## src/rtl/vme_irq_pkg.sv

```systemverilog
package vme_irq_pkg;
    localparam int CTL_W   = 16;
    localparam int B_CLEAR = 0;
    localparam int B_GEN   = 1;
    localparam int B_LVL   = 2;
    localparam int B_GRP   = 8;

    typedef enum logic [1:0] {
        ST_IDLE,
        ST_REPLY,
        ST_RELAY
    } ack_state_t;
endpackage

```

## src/rtl/irq_cfg_regs.sv

```systemverilog
module irq_cfg_regs
    import vme_irq_pkg::*;
#(
    parameter int NGRP  = 4,
    parameter int VEC_W = 16,
    parameter int LVL_W = 3
) (
    input  logic                    clk,
    input  logic                    rst_n,
    input  logic                    ctl_wr,
    input  logic [CTL_W-1:0]        ctl_wdata,
    input  logic                    ack_clr,
    input  logic [NGRP-1:0]         vec_wr,
    input  logic [VEC_W-1:0]        vec_wdata,
    output logic                    gen_en,
    output logic [LVL_W-1:0]        lvl,
    output logic [NGRP-1:0]         grp_en,
    output logic [VEC_W-1:0]        vec_arr [NGRP],
    output logic [CTL_W-1:0]        ctl_rdata
);
    localparam logic [CTL_W-1:0] USED =
        CTL_W'(((1 << NGRP) - 1) << B_GRP) |
        CTL_W'(((1 << LVL_W) - 1) << B_LVL) |
        CTL_W'(1 << B_GEN) | CTL_W'(1 << B_CLEAR);

    logic unused_wbits;
    assign unused_wbits = ^(ctl_wdata & ~USED);

    always_ff @(posedge clk or negedge rst_n) begin
        if (!rst_n) begin
            gen_en <= 1'b0;
            lvl    <= '0;
            grp_en <= '0;
        end else begin
            if (ctl_wr) begin
                if (ctl_wdata[B_CLEAR]) begin
                    gen_en <= 1'b0;
                    lvl    <= '0;
                    grp_en <= '0;
                end else begin
                    gen_en <= ctl_wdata[B_GEN];
                    lvl    <= ctl_wdata[B_LVL +: LVL_W];
                    grp_en <= ctl_wdata[B_GRP +: NGRP];
                end
            end
            if (ack_clr) gen_en <= 1'b0;
        end
    end

    for (genvar g = 0; g < NGRP; g++) begin : g_vec
        always_ff @(posedge clk or negedge rst_n) begin
            if (!rst_n)         vec_arr[g] <= '0;
            else if (vec_wr[g]) vec_arr[g] <= vec_wdata;
        end
    end

    always_comb begin
        ctl_rdata                   = '0;
        ctl_rdata[B_GEN]            = gen_en;
        ctl_rdata[B_LVL +: LVL_W]   = lvl;
        ctl_rdata[B_GRP +: NGRP]    = grp_en;
    end

    AST_CLEAR_EMPTIES: assert property (@(posedge clk) disable iff (!rst_n)
        (ctl_wr && ctl_wdata[B_CLEAR]) |=> (ctl_rdata == '0)) else $error("clear");
endmodule

```

## src/rtl/irq_prio_pick.sv

```systemverilog
module irq_prio_pick #(
    parameter int N     = 4,
    parameter int IDX_W = (N > 1) ? $clog2(N) : 1
) (
    input  logic [N-1:0]     req,
    output logic             valid,
    output logic [IDX_W-1:0] idx
);
    always_comb begin
        valid = |req;
        idx   = '0;
        for (int i = N - 1; i >= 0; i--) begin
            if (req[i]) idx = IDX_W'(i);
        end
    end
endmodule

```

## src/rtl/irq_ack_fsm.sv

```systemverilog
module irq_ack_fsm
    import vme_irq_pkg::*;
#(
    parameter int LVL_W = 3
) (
    input  logic             clk,
    input  logic             rst_n,
    input  logic             iack_in,
    input  logic [LVL_W-1:0] lvl_addr,
    input  logic [LVL_W-1:0] own_lvl,
    input  logic             req_valid,
    output logic             take,
    output logic             dtack,
    output logic             iack_out
);
    ack_state_t state, nstate;
    logic       match;

    assign match = req_valid && (own_lvl != '0) && (lvl_addr == own_lvl);

    always_ff @(posedge clk or negedge rst_n) begin
        if (!rst_n) state <= ST_IDLE;
        else        state <= nstate;
    end

    always_comb begin
        nstate = state;
        take   = 1'b0;
        unique case (state)
            ST_IDLE: begin
                if (iack_in) begin
                    nstate = match ? ST_REPLY : ST_RELAY;
                    take   = match;
                end
            end
            ST_REPLY: if (!iack_in) nstate = ST_IDLE;
            ST_RELAY: if (!iack_in) nstate = ST_IDLE;
            default:  nstate = ST_IDLE;
        endcase
    end

    always_comb begin
        dtack    = (state == ST_REPLY);
        iack_out = (state == ST_RELAY) && iack_in;
    end

    AST_RELAY_NEEDS_IN: assert property (@(posedge clk) disable iff (!rst_n)
        iack_out |-> iack_in) else $error("relay");
    AST_NO_DUAL_ANSWER: assert property (@(posedge clk) disable iff (!rst_n)
        !(dtack && iack_out)) else $error("dual");
    AST_REPLY_HOLDS: assert property (@(posedge clk) disable iff (!rst_n)
        (dtack && iack_in) |=> dtack) else $error("hold");
endmodule

```

## src/rtl/vme_irq_unit.sv

```systemverilog
module vme_irq_unit
    import vme_irq_pkg::*;
#(
    parameter int NGRP  = 4,
    parameter int VEC_W = 16,
    parameter int LVL_W = 3,
    localparam int NLVL = (1 << LVL_W) - 1,
    localparam int IDX_W = (NGRP > 1) ? $clog2(NGRP) : 1
) (
    input  logic              clk,
    input  logic              rst_n,
    input  logic              ctl_wr,
    input  logic [CTL_W-1:0]  ctl_wdata,
    output logic [CTL_W-1:0]  ctl_rdata,
    input  logic [NGRP-1:0]   vec_wr,
    input  logic [VEC_W-1:0]  vec_wdata,
    input  logic [NGRP-1:0]   cos_req,
    output logic [NLVL-1:0]   irq_o,
    input  logic              iack_in,
    input  logic [LVL_W-1:0]  lvl_addr,
    output logic              iack_out,
    output logic [VEC_W-1:0]  vec_data,
    output logic              dtack
);
    logic             gen_en, take, req_valid;
    logic [LVL_W-1:0] lvl;
    logic [NGRP-1:0]  grp_en, pend;
    logic [VEC_W-1:0] vec_arr [NGRP];
    logic [IDX_W-1:0] win;
    logic [VEC_W-1:0] vec_q;

    irq_cfg_regs #(.NGRP(NGRP), .VEC_W(VEC_W), .LVL_W(LVL_W)) u_regs (
        .clk(clk), .rst_n(rst_n), .ctl_wr(ctl_wr), .ctl_wdata(ctl_wdata),
        .ack_clr(take), .vec_wr(vec_wr), .vec_wdata(vec_wdata),
        .gen_en(gen_en), .lvl(lvl), .grp_en(grp_en), .vec_arr(vec_arr),
        .ctl_rdata(ctl_rdata)
    );

    assign pend = cos_req & grp_en & {NGRP{gen_en}};

    irq_prio_pick #(.N(NGRP), .IDX_W(IDX_W)) u_pick (
        .req(pend), .valid(req_valid), .idx(win)
    );

    irq_ack_fsm #(.LVL_W(LVL_W)) u_fsm (
        .clk(clk), .rst_n(rst_n), .iack_in(iack_in), .lvl_addr(lvl_addr),
        .own_lvl(lvl), .req_valid(req_valid), .take(take),
        .dtack(dtack), .iack_out(iack_out)
    );

    always_comb begin
        for (int k = 1; k <= NLVL; k++) begin
            irq_o[k-1] = req_valid && (lvl == LVL_W'(k));
        end
    end

    always_ff @(posedge clk or negedge rst_n) begin
        if (!rst_n)    vec_q <= '0;
        else if (take) vec_q <= vec_arr[win];
    end

    assign vec_data = dtack ? vec_q : '0;

    AST_ONE_LINE: assert property (@(posedge clk) disable iff (!rst_n)
        $onehot0(irq_o)) else $error("one line");
    AST_CODE_ZERO_QUIET: assert property (@(posedge clk) disable iff (!rst_n)
        (lvl == '0) |-> (irq_o == '0)) else $error("code zero");
    AST_REQ_GATED: assert property (@(posedge clk) disable iff (!rst_n)
        (|irq_o) |-> (gen_en && |(cos_req & grp_en))) else $error("gating");
    AST_ENABLE_DROPS: assert property (@(posedge clk) disable iff (!rst_n)
        $rose(dtack) |-> (!gen_en && irq_o == '0)) else $error("enable");
    AST_VEC_HELD: assert property (@(posedge clk) disable iff (!rst_n)
        (dtack && $past(dtack)) |-> $stable(vec_data)) else $error("vector");
endmodule

```

## config.mk

```make
export PLATFORM = sky130hd
export DESIGN_NAME = vme_irq_unit
export DESIGN_NICKNAME = d
export VERILOG_FILES = /design/src/rtl/vme_irq_pkg.sv /design/src/rtl/irq_cfg_regs.sv /design/src/rtl/irq_prio_pick.sv /design/src/rtl/irq_ack_fsm.sv /design/src/rtl/vme_irq_unit.sv
export SDC_FILE = /design/constraint.sdc
export NUM_CORES = 1
export LEC_CHECK = 0
export BUFFER_PORTS_ARGS = -buffer_cell sky130_fd_sc_hd__buf_2
export CAP_MARGIN = 20
export CORE_UTILIZATION = 43
export CTS_CLUSTER_DIAMETER = 120
export DETAILED_ROUTE_END_ITERATION = 10
export MAX_ROUTING_LAYER = met4
export PLACE_DENSITY = 0.73
export SETUP_SLACK_MARGIN = 0.15
export SKIP_CTS_REPAIR_TIMING = 1
export SLEW_MARGIN = 20
export SYNTH_ARGS = -nofsm -noshare
export SYNTH_HDL_FRONTEND = slang
export SYNTH_SLANG_ARGS = --single-unit
```

## constraint.sdc

```tcl
create_clock -name clk -period 2.39 [get_ports clk]
set_clock_uncertainty 0.15 [all_clocks]
set_input_delay 0.1195 -clock clk [delete_from_list [all_inputs] [get_ports clk]]
set_output_delay 0.1195 -clock clk [all_outputs]
set_load 0.03 [all_outputs]
```

Word level (Yosys, flattened, before mapping)

Index checks and enable logic that the tools add are counted.
Widths: inputs -> output; s select.

Word-level logic and storage cells: 60
Register bits after elaboration: 90
Bits of input ports: 47
Output and inout bits: 41

Equal/unequal tests: 12
Bitwise operators: 3
Reduce and logical (&&, ||, !) cells: 16
Mux-type cells: 19
Magnitude comparators: 1

Operators with widths:

| kind               | count |
|---|---|
| $mux 16            | 3 |
| $bmux 16 s2        | 1 |
| $mux 2             | 7 |
| $eq 3x3->1 const B | 4 |
| $logic_and 1x1->1  | 10 |
| $and 4x4->4        | 2 |
| $eq 3x2->1 const B | 2 |
| $mux 1             | 5 |
| $mux 4             | 1 |
| $ne 2x2->1 const B | 2 |
| $pmux 2 s2         | 1 |
| $reduce_or 4->1    | 1 |
| $eq 3x1->1 const B | 1 |
| $eq 3x3->1         | 1 |
| $ge 3x3->1 const B | 1 |
| $mux 3             | 1 |
| $not 2->3          | 1 |
| $reduce_bool 3->1  | 1 |
| $eq 2x1->1 const B | 1 |
| $eq 2x2->1 const B | 1 |
| $logic_not 2->1    | 1 |
| $reduce_and 2->1   | 1 |
| $reduce_bool 2->1  | 1 |
| $reduce_or 2->1    | 1 |

Longest topological paths before layout

Gate-level depths: netlist of run 1.

Depth in word-level cells: 10
Depth in mapped cells: 8
Gate-level depth less buffers: 6

By module

A second synthesis of run 1 with hierarchy kept.

Cell total of the unflattened synthesis: 336
Area, all modules: 4616.9 sq um

By module, submodules not included:

| module        | sequential area each (sq um) | cells an instance | instances | area an instance (sq um) |
|---|---|---|---|---|
| irq_cfg_regs  | 1801.7                       | 182               | 1         | 3045.4 |
| vme_irq_unit  | 400.4                        | 123               | 1         | 1325.0 |
| irq_ack_fsm   | 50.0                         | 24                | 1         | 211.5 |
| irq_prio_pick | 0.0                          | 7                 | 1         | 35.0 |

Worst setup path before layout of run 1

OpenSTA, ideal clock, no wires.

Kind: reg2out
From: reg u_regs.grp_en[2]
To: out irq_o[1]
Slack: 52 ps
Arrival: 2069 ps
Data required time: 2121 ps
Buffers on the path: 2
Cell stages (with the launch flop): 7
Path through: dfrtp_1 -> a222oi_1 -> a21boi_0 -> buf_2 -> buf_2 -> nand2_1 -> nor3_1

Word-level cells in the longest chain between the ends: 4

Ends and longest elaborated chain:

| what                      | line                | RTL |
|---|---|---|
| start, declared           | irq_cfg_regs.sv:17  | `output logic [NGRP-1:0] grp_en,` |
| start signal, assigned    | irq_cfg_regs.sv:43  | `grp_en <= ctl_wdata[B_GRP +: NGRP];` |
| $and 4x4->4 (2 in series) | vme_irq_unit.sv:39  | `assign pend = cos_req & grp_en & {NGRP{gen_en}};` |
| $reduce_or 4->1           | irq_prio_pick.sv:10 | `valid = \|req;` |
| $logic_and 1x1->1         | vme_irq_unit.sv:53  | `irq_o[k-1] = req_valid && (lvl == LVL_W'(k));` |
| end, declared             | vme_irq_unit.sv:18  | `output logic [NLVL-1:0] irq_o,` |

Every way passes these cells.

Worst setup path in the final report of run 1

From: reg u_regs.grp_en[2]
To: out irq_o[6]

Same word-level chain as after synthesis.

==> results of run 1 <==
[worst max-delay path, delay by kind of cell, from the launching register on]
kind | cells | cell delay [ps]
compound gates | 2 | 400
buf+inv | 3 | 500
flops | 1 | 440
simple gates | 2 | 220
[logic make-up after synthesis]
| family | count (synthesis) | synth area share |
|---|---|---|
| AO/OA/AOI/OAI | 98 | 0.158 |
| XOR/XNOR | 1 | 0.00198 |
| adder cells (fa/ha/maj) | 3 | 0.00849 |
| buffers and inverters | 46 | 0.0563 |
| flip-flops | 90 | 0.509 |
| multiplexers | 65 | 0.165 |
| other | 1 | 0.000848 |
| AND/OR/NAND/NOR | 85 | 0.0996 |
[layer usage]
layer	track usage	wire length [µm]	vias to the layer above
met4	0.0932	161	0
li1	-	-	1584
met3	0.0450	539	17
met5	-	0	-
met1	0.248	4730	1715
met2	0.356	5640	101
[flip-flops by register name (all words and copies together), names as in the netlist]
register	count
u_regs.lvl	3
u_regs.gen_en	1
u_fsm.state	2
u_regs.vec_arr	64
u_regs.grp_en	4
vec_q	16
[Yosys cell counts]
cell	count	area [µm²]
o2111a_1	1	11.3
mux2_2	64	721
xnor2_1	1	8.76
and2_1	18	113
dfrtp_1	90	2250
nor2_1	4	15.0
a21oi_1	2	10.0
nor3_1	21	105
nand3b_1	6	45.0
a31oi_1	24	150
a22oi_1	16	120
o31ai_1	1	7.51
inv_1	8	30.0
a21oi_2	1	8.76
nand2_1	27	101
and3_4	1	11.3
a222oi_1	1	10.0
o21ai_0	23	115
a31oi_2	9	113
nor2_2	1	6.26
nand3_1	1	5.00
conb_1	1	3.75
ha_1	3	37.5
a21boi_0	17	128
inv_2	1	3.75
buf_1	2	7.51
buf_4	10	75.1
mux2i_1	1	10.0
buf_2	10	50.1
a21bo_1	1	10.0
clkbuf_1	12	45.0
nand2b_1	2	12.5
nor2b_1	2	12.5
buf_8	1	15.0
o21bai_1	1	7.51
o2bb2ai_1	1	8.76
buf_6	2	22.5
nor3b_1	1	7.51
or2_1	1	6.26
[worst paths after layout]
check | startpoint | end | slack, ps | cells after the start
setup / recovery | u_regs.grp_en[2] | irq_o[6] | 200 | 7
hold / removal | ctl_wr | u_regs.grp_en[2] | -40 | 2
setup reg to reg | u_regs.gen_en | vec_q[1] | 450 | 4
hold reg to reg | u_regs.vec_arr[24] | u_regs.vec_arr[24] | 350 | 1
max in group asynchronous | rst_n | u_regs.vec_arr[8] | 1290 | 3
min in group asynchronous | rst_n | u_regs.vec_arr[31] | 140 | 2
[power by group through the flow]
stage	Clock (mW)	Combinational, mW	Sequential (mW)
2_1_floorplan	0	0.454	1.84
3_3_place_gp	0	0.623	1.85
3_5_place_dp	0	0.650	1.86
4_1_cts	1.14	0.652	1.83
5_1_grt	1.20	0.782	1.86
6_report	1.13	0.711	1.84
[final cells by class]
cell class | instances | area (µm²) | share of cell area
inverters | 9 | 33.8 | 0.00614
clock inverters | 3 | 45.0 | 0.00819
well taps | 133 | 166 | 0.0303
flip-flops and latches | 90 | 2260 | 0.410
multi-input cells | 260 | 1960 | 0.356
clock buffers | 13 | 179 | 0.0325
repair buffers | 122 | 860 | 0.156
[metrics by stage]
stage	setup WS (ps)	instances	hold slack, ps	area (µm²)	power [mW]
floorplan	51.6	396	-326	4450	2.30
global placement	570	575	-11.0	4860	2.47
detailed placement	507	575	-2.12	4860	2.51
CTS	139	591	-398	5080	3.63
global route	87.5	630	17.5	5500	3.84
finish	199	630	-36.3	5500	3.68
==> flow_metrics.py, run 1 <==
metrics = {
    "run_status": {
        "outcome": "finished with violations",
        "violations": "negative hold slack",
    },
    "die": {
        "core_area_um2": 9860,
        "rows": 36,
        "die_x_um": 103,
        "dieArea_um2": 10700,
        "initial_core_util": 0.448,
        "io_pins": 88,
        "dieHeight_um": 103,
    },
    "power": {
        "switching_share": 0.279,
        "p_int_mw": 2.65,
        "clkPwrFrac": 0.307,
        "ir_drop_uv": 288,
        "p_leak_nw": 2.40,
        "seqPwrFrac": 0.499,
        "power_switching_mw": 1.03,
        "p_comb_frac": 0.193,
        "power.density_nw_per_um2": 669,
    },
    "drt": {
        "wl_um": 11100,
        "post_drt_wl_per_cell_um": 17.6,
        "drcViolationCount": 0,
        "vias": 3417,
        "routed_via_density": 5.42,
        "firstDrtPassIters": 5,
        "drt_iter0_drc": 137,
        "ant_nets": 0,
    },
    "place": {
        "port_buffers": 72,
        "dp_hpwl_um": 6870,
        "gp_congestion": 0.859,
    },
    "global_routing": {
        "grt_usage": 0.213,
        "antenna_found_initial": 0,
        "grt_max_degree": 51,
        "grt_pass1_vias": 3165,
        "grt_pass1_wl_um": 16100,
        "grt_overflow": 0,
    },
    "worst_setup_path": {
        "slowest_delay_ps": 440,
        "critPathRequiredTime_ps": 2120,
        "crit_path_max_fanout": 9,
        "crit_path_start_kind": "flip-flop",
        "end_kind": "output port",
        "path_class": "reg2out",
        "slowest_stage": "dfrtp_2",
        "worstPathArrival_ps": 1920,
        "crit_chain": "a222oi_1 > buf_4 > a21boi_4 > buf_6 > nand2_1 > nor2_1 > buf_2",
    },
    "timing": {
        "fmax_ghz": 0.456,
        "fin_crit_ps": 2190,
        "grt_setup_unrepaired": "false",
        "maxSlewHeadroom": 0.537,
        "worst_pin_slew_ps": 692,
        "finalHoldViolCount": 1,
        "slew_violations": 0,
        "finalCritPeriodShare": 0.917,
        "setup_viol": 0,
        "hold_ws_ps": -36.3,
        "finalSetupTns_ps": 0,
    },
    "cells_and_area": {
        "final_common_cell": "dfrtp_1",
        "layout_common_cells": "dfrtp_1 (87), buf_2 (66), mux2_2 (64)",
        "antenna_cells": 0,
        "drive_gt1_frac": 0.366,
        "fillers": 831,
        "syn_to_final_growth_pct": 24.3,
        "nNetsFinal": 542,
        "utilization": 0.557,
    },
    "clock_network": {
        "clk_pin_slew_ps": 80,
        "htree_num_levels": 3,
        "cts_tree": "built",
        "cts_buffers": 9,
        "clock_sinks": 90,
        "clock_latency_ps": 360,
        "root_buffer": "clkbuf_8",
        "cts_buffer_depth": 2,
    },
    "logic_synthesis": {
        "seq_area_frac_synth": 0.509,
        "synth_area_um2": 4420,
        "yosysWarnings": 0,
        "postSynthAreaPerCell_um2": 11.4,
        "ys_types": 39,
        "ys_ff_latch": 90,
        "postSynthCellCount": 389,
    },
    "hold_path": {
        "min_path_type": "in2reg",
    },
    "run": {
        "max-cap-violations": 0,
    },
}
Power figures use the tool's default switching activity.
==> run 2: changes to the inputs <==
--- a/config.mk
+++ b/config.mk
@@ -7,6 +7,7 @@
 export LEC_CHECK = 0
 export BUFFER_PORTS_ARGS = -buffer_cell sky130_fd_sc_hd__buf_2
 export CAP_MARGIN = 20
+export CORE_MARGIN = 8
 export CORE_UTILIZATION = 43
 export CTS_CLUSTER_DIAMETER = 120
 export DETAILED_ROUTE_END_ITERATION = 10
==> flow_metrics.py, run 2 (synthesis gave the netlist of run 1 again) <==
metrics = {
    "run_status": {
        "outcome": "finished with violations",
        "violations": "negative hold slack",
    },
    "clock_network": {
        "htree_num_levels": 3,
        "cts_buffers": 9,
        "clk_pin_slew_ps": 100,
        "cts_tree": "built",
        "cts_buffer_depth": 2,
        "root_buffer": "clkbuf_8",
        "clock_latency_ps": 370,
        "clock_sinks": 90,
    },
    "drt": {
        "drcViolationCount": 0,
        "firstDrtPassIters": 5,
        "routed_via_density": 5.56,
        "drt_iter0_drc": 233,
        "ant_nets": 0,
        "wl_um": 11700,
        "vias": 3498,
        "post_drt_wl_per_cell_um": 18.7,
    },
    "global_routing": {
        "grt_max_degree": 48,
        "grt_usage": 0.172,
        "antenna_found_initial": 0,
        "grt_pass1_vias": 3454,
        "grt_pass1_wl_um": 18500,
        "grt_overflow": 0,
    },
    "timing": {
        "fin_crit_ps": 2080,
        "finalHoldViolCount": 5,
        "grt_setup_unrepaired": "false",
        "setup_viol": 0,
        "maxSlewHeadroom": 0.580,
        "fmax_ghz": 0.481,
        "worst_pin_slew_ps": 629,
        "finalSetupTns_ps": 0,
        "hold_ws_ps": -23.6,
        "slew_violations": 0,
        "finalCritPeriodShare": 0.870,
    },
    "hold_path": {
        "hold_end": "u_regs.lvl[1]",
        "worstHoldPathCells": 2,
        "hold_start": "ctl_wr",
        "min_path_type": "in2reg",
    },
    "worst_setup_path": {
        "critPathRequiredTime_ps": 2120,
        "end_kind": "output port",
        "worstPathArrival_ps": 1810,
        "r2r_slack_ps": 500,
        "reg2reg_to": "vec_q[9]",
        "crit_path_start_kind": "flip-flop",
        "rr_worst_depth": 5,
        "r2r-start": "u_regs.grp_en[2]",
        "crit_path_max_fanout": 5,
        "path_class": "reg2out",
    },
    "place": {
        "dp_hpwl_um": 7780,
        "gp_congestion": 0.796,
        "port_buffers": 72,
    },
    "cells_and_area": {
        "final_common_cell": "dfrtp_1",
        "largest-register": "u_regs.vec_arr",
        "syn_to_final_growth_pct": 22.1,
        "drive_gt1_frac": 0.365,
        "antenna_cells": 0,
        "layout_common_cells": "dfrtp_1 (90), buf_2 (71), mux2_2 (64)",
        "nNetsFinal": 538,
        "largest_reg_flops": 64,
        "utilization": 0.533,
        "largestRegisters": "u_regs.vec_arr (64), vec_q (16), u_regs.grp_en (4)",
    },
    "die": {
        "dieArea_um2": 13800,
        "dieHeight_um": 117,
        "rows": 37,
        "core_area_um2": 10100,
        "die_x_um": 117,
        "io_pins": 88,
        "initial_core_util": 0.436,
    },
    "power": {
        "seqPwrFrac": 0.510,
        "clkPwrFrac": 0.295,
        "switching_share": 0.297,
        "p_int_mw": 2.53,
        "p_comb_frac": 0.195,
        "ir_drop_uv": 276,
        "p_leak_nw": 2.36,
        "power_switching_mw": 1.07,
        "power.density_nw_per_um2": 666,
    },
    "run": {
        "max-cap-violations": 0,
    },
}
==> run 2: cell count changes in the layout (fill, tap and decap cells not counted), sizes merged <==
cell,previous run,this run
clkbuf,13,9
dlygate4sd3,37,33
inv,9,12
clkinv,0,1
==> run 2: worst max-delay path by stage <==
stage,start,endpoint,depth (start not counted)
finish,u_regs.grp_en[2],irq_o[4],5
global route,u_regs.gen_en,irq_o[1],4
CTS,u_regs.gen_en,irq_o[2],4
detailed placement,u_regs.gen_en,vec_q[9],4
global placement,u_regs.gen_en,vec_q[4],4
floorplan,u_regs.grp_en[2],irq_o[1],6
==> run 2: layer usage <==
metal	GRT usage	part of all wire
met2	0.263	0.49
met3	0.0331	0.059
met4	0.0770	0.023
met1	0.216	0.43
met5	-	0
==> run 2: metrics by stage <==
step,hold slack [ps],worst slack [ps],cell area (µm²),cells,power [mW]
after floorplan,-326,51.6,4450,396,2.30
after global placement,6.34,478,4860,580,2.47
after detailed placement,11.5,367,4860,580,2.52
after CTS,-382,193,5060,596,3.57
after global routing,14.0,171,5400,629,3.77
final,-23.6,311,5400,629,3.60
==> run 2: critical path, cell delays in order (launching register included) <==
cell	delay (ps)
dfrtp_1	430
a222oi_1	440
a21boi_2	170
nand2_1	160
nor3_1	60
buf_2	180
==> run 2: area by class of cell <==
class	count	area, µm²
inverter	9	33.8
multi-input combinational	260	1950
sequential	90	2250
timing repair buffer	118	791
clock inverter	7	76.3
clock buffer	9	124
tap	136	170
fill	867	4740
==> run 2: power groups by stage <==
stage / sequential, mW / combinational [mW] / clock [mW]
final: 1.83 / 0.703 / 1.06
after global routing: 1.86 / 0.769 / 1.15
after CTS: 1.83 / 0.661 / 1.08
after detailed placement: 1.86 / 0.659 / 0
after global placement: 1.85 / 0.623 / 0
after floorplan: 1.84 / 0.454 / 0
==> run 3: changes to the inputs <==
==> constraint.sdc (replaced) <==
create_clock -name clk -period 2.39 [get_ports clk]
set_clock_uncertainty 0.15 [all_clocks]
set_input_delay 0.3585 -clock clk [delete_from_list [all_inputs] [get_ports clk]]
set_output_delay 0.3585 -clock clk [all_outputs]
set_load 0.03 [all_outputs]
==> flow_metrics.py, run 3 (synthesis gave the netlist of run 1 again) <==
metrics = {
    "die": {
        "dieHeight_um": 117,
        "die_x_um": 117,
        "dieArea_um2": 13800,
        "core_area_um2": 10100,
        "io_pins": 88,
        "initial_core_util": 0.436,
        "rows": 37,
    },
    "clock_network": {
        "clock_latency_ps": 360,
        "clock_sinks": 90,
        "cts_tree": "built",
        "cts_buffer_depth": 2,
        "root_buffer": "clkbuf_8",
        "htree_num_levels": 3,
        "cts_buffers": 9,
        "clk_pin_slew_ps": 80,
    },
    "timing": {
        "slew_violations": 0,
        "hold_ws_ps": 71.5,
        "setup_viol": 0,
        "maxSlewHeadroom": 0.525,
        "finalHoldViolCount": 0,
        "worst_pin_slew_ps": 712,
        "fmax_ghz": 0.443,
        "fin_crit_ps": 2260,
        "finalCritPeriodShare": 0.944,
        "grt_setup_unrepaired": "true",
    },
    "worst_setup_path": {
        "path_class": "reg2out",
        "crit_path_max_fanout": 4,
        "end_kind": "output port",
        "worstPathArrival_ps": 1750,
        "critPathRequiredTime_ps": 1880,
        "crit_path_start_kind": "flip-flop",
        "r2r_slack_ps": 320,
    },
    "drt": {
        "routed_via_density": 5.59,
        "vias": 3366,
        "drcViolationCount": 0,
        "post_drt_wl_per_cell_um": 18.9,
        "firstDrtPassIters": 5,
        "wl_um": 11400,
        "ant_nets": 0,
        "drt_iter0_drc": 168,
    },
    "cells_and_area": {
        "fin_cells": 602,
        "drive_gt1_frac": 0.410,
        "nNetsFinal": 511,
        "largest-register": "u_regs.vec_arr",
        "syn_to_final_growth_pct": 18.1,
        "largest_reg_flops": 64,
        "stdcell_area_um2": 5220,
        "antenna_cells": 0,
        "largestRegisters": "u_regs.vec_arr (64), vec_q (16), u_regs.grp_en (4)",
        "utilization": 0.515,
        "layout_common_cells": "dfrtp_1 (89), buf_2 (67), mux2_2 (64)",
        "final_common_cell": "dfrtp_1",
    },
    "place": {
        "port_buffers": 72,
        "gp_congestion": 0.812,
        "dp_hpwl_um": 7430,
        "dpl.cell_count": 582,
        "placed_cell_area_um2": 4900,
    },
    "power": {
        "ir_drop_uv": 356,
        "power.density_nw_per_um2": 715,
        "p_leak_nw": 2.30,
    },
    "global_routing": {
        "grt_usage": 0.171,
        "grt_overflow": 0,
        "grt_pass1_vias": 3516,
        "grt_pass1_wl_um": 18600,
        "antenna_found_initial": 0,
        "grt_max_degree": 58,
    },
    "run": {
        "max-cap-violations": 0,
    },
    "hold_path": {
        "min_path_type": "in2reg",
    },
    "run_status": {
        "outcome": "completed",
    },
}
[run 3: cell count changes in the layout (fill, tap and decap cells not counted), sizes merged]
cell / previous run / this run
inv: 12 / 9
buf: 85 / 90
clkinvlp: 2 / 1
dlygate4sd3: 33 / 1
bufinv: 1 / 3
clkbuf: 9 / 11
[run 3: final timing paths]
path	startpoint	end	depth (start not counted)
max	u_regs.grp_en[2]	irq_o[1]	6
min	ctl_wdata[4]	u_regs.lvl[2]	3
max reg2reg	u_regs.grp_en[1]	vec_q[10]	6
min reg2reg	u_regs.vec_arr[26]	u_regs.vec_arr[26]	1
max in group asynchronous	rst_n	u_regs.vec_arr[14]	3
min in group asynchronous	rst_n	u_regs.vec_arr[51]	2
[run 3: cell type report]
type	instances	area, µm²
repair buffers	91	518
multi-input cells	260	2010
flip-flops and latches	90	2250
clock buffers	11	131
inverters	9	33.8
well taps	136	170
fillers	899	4920
clock inverters	5	103
[run 3: power by group]
part	leakage (nW)	total, mW	switching [mW]	internal [mW]
registers	1.09	1.83	0.111	1.72
logic	1.10	0.680	0.384	0.296
clock network	0.114	1.22	0.528	0.694
[run 3: worst max-delay path: stages, from the launching register on]
cell and delay [ps]:
dfrtp_2 430, a222oi_1 350, buf_4 200, a21boi_4 80
nand2_4 110, nor3_2 40, buf_2 180
[run 3: metrics by stage]
| stage | setup slack (ps) | power [mW] | TNS, ps |
|---|---|---|---|
| floorplan | -13.9 | 2.30 | -47.4 |
| global placement | 388 | 2.48 | 0 |
| detailed placement | 340 | 2.52 | 0 |
| CTS | 29.4 | 3.73 | 0 |
| global route | 90.5 | 3.91 | 0 |
| finish | 135 | 3.73 | 0 |
[run 3: routing by layer]
metal,global-route usage,vias up,wire length (µm)
met4,0.0608,0,153
li1,-,1526,-
met1,0.215,1702,5110
met5,-,-,0
met2,0.267,122,5490
met3,0.0336,16,633
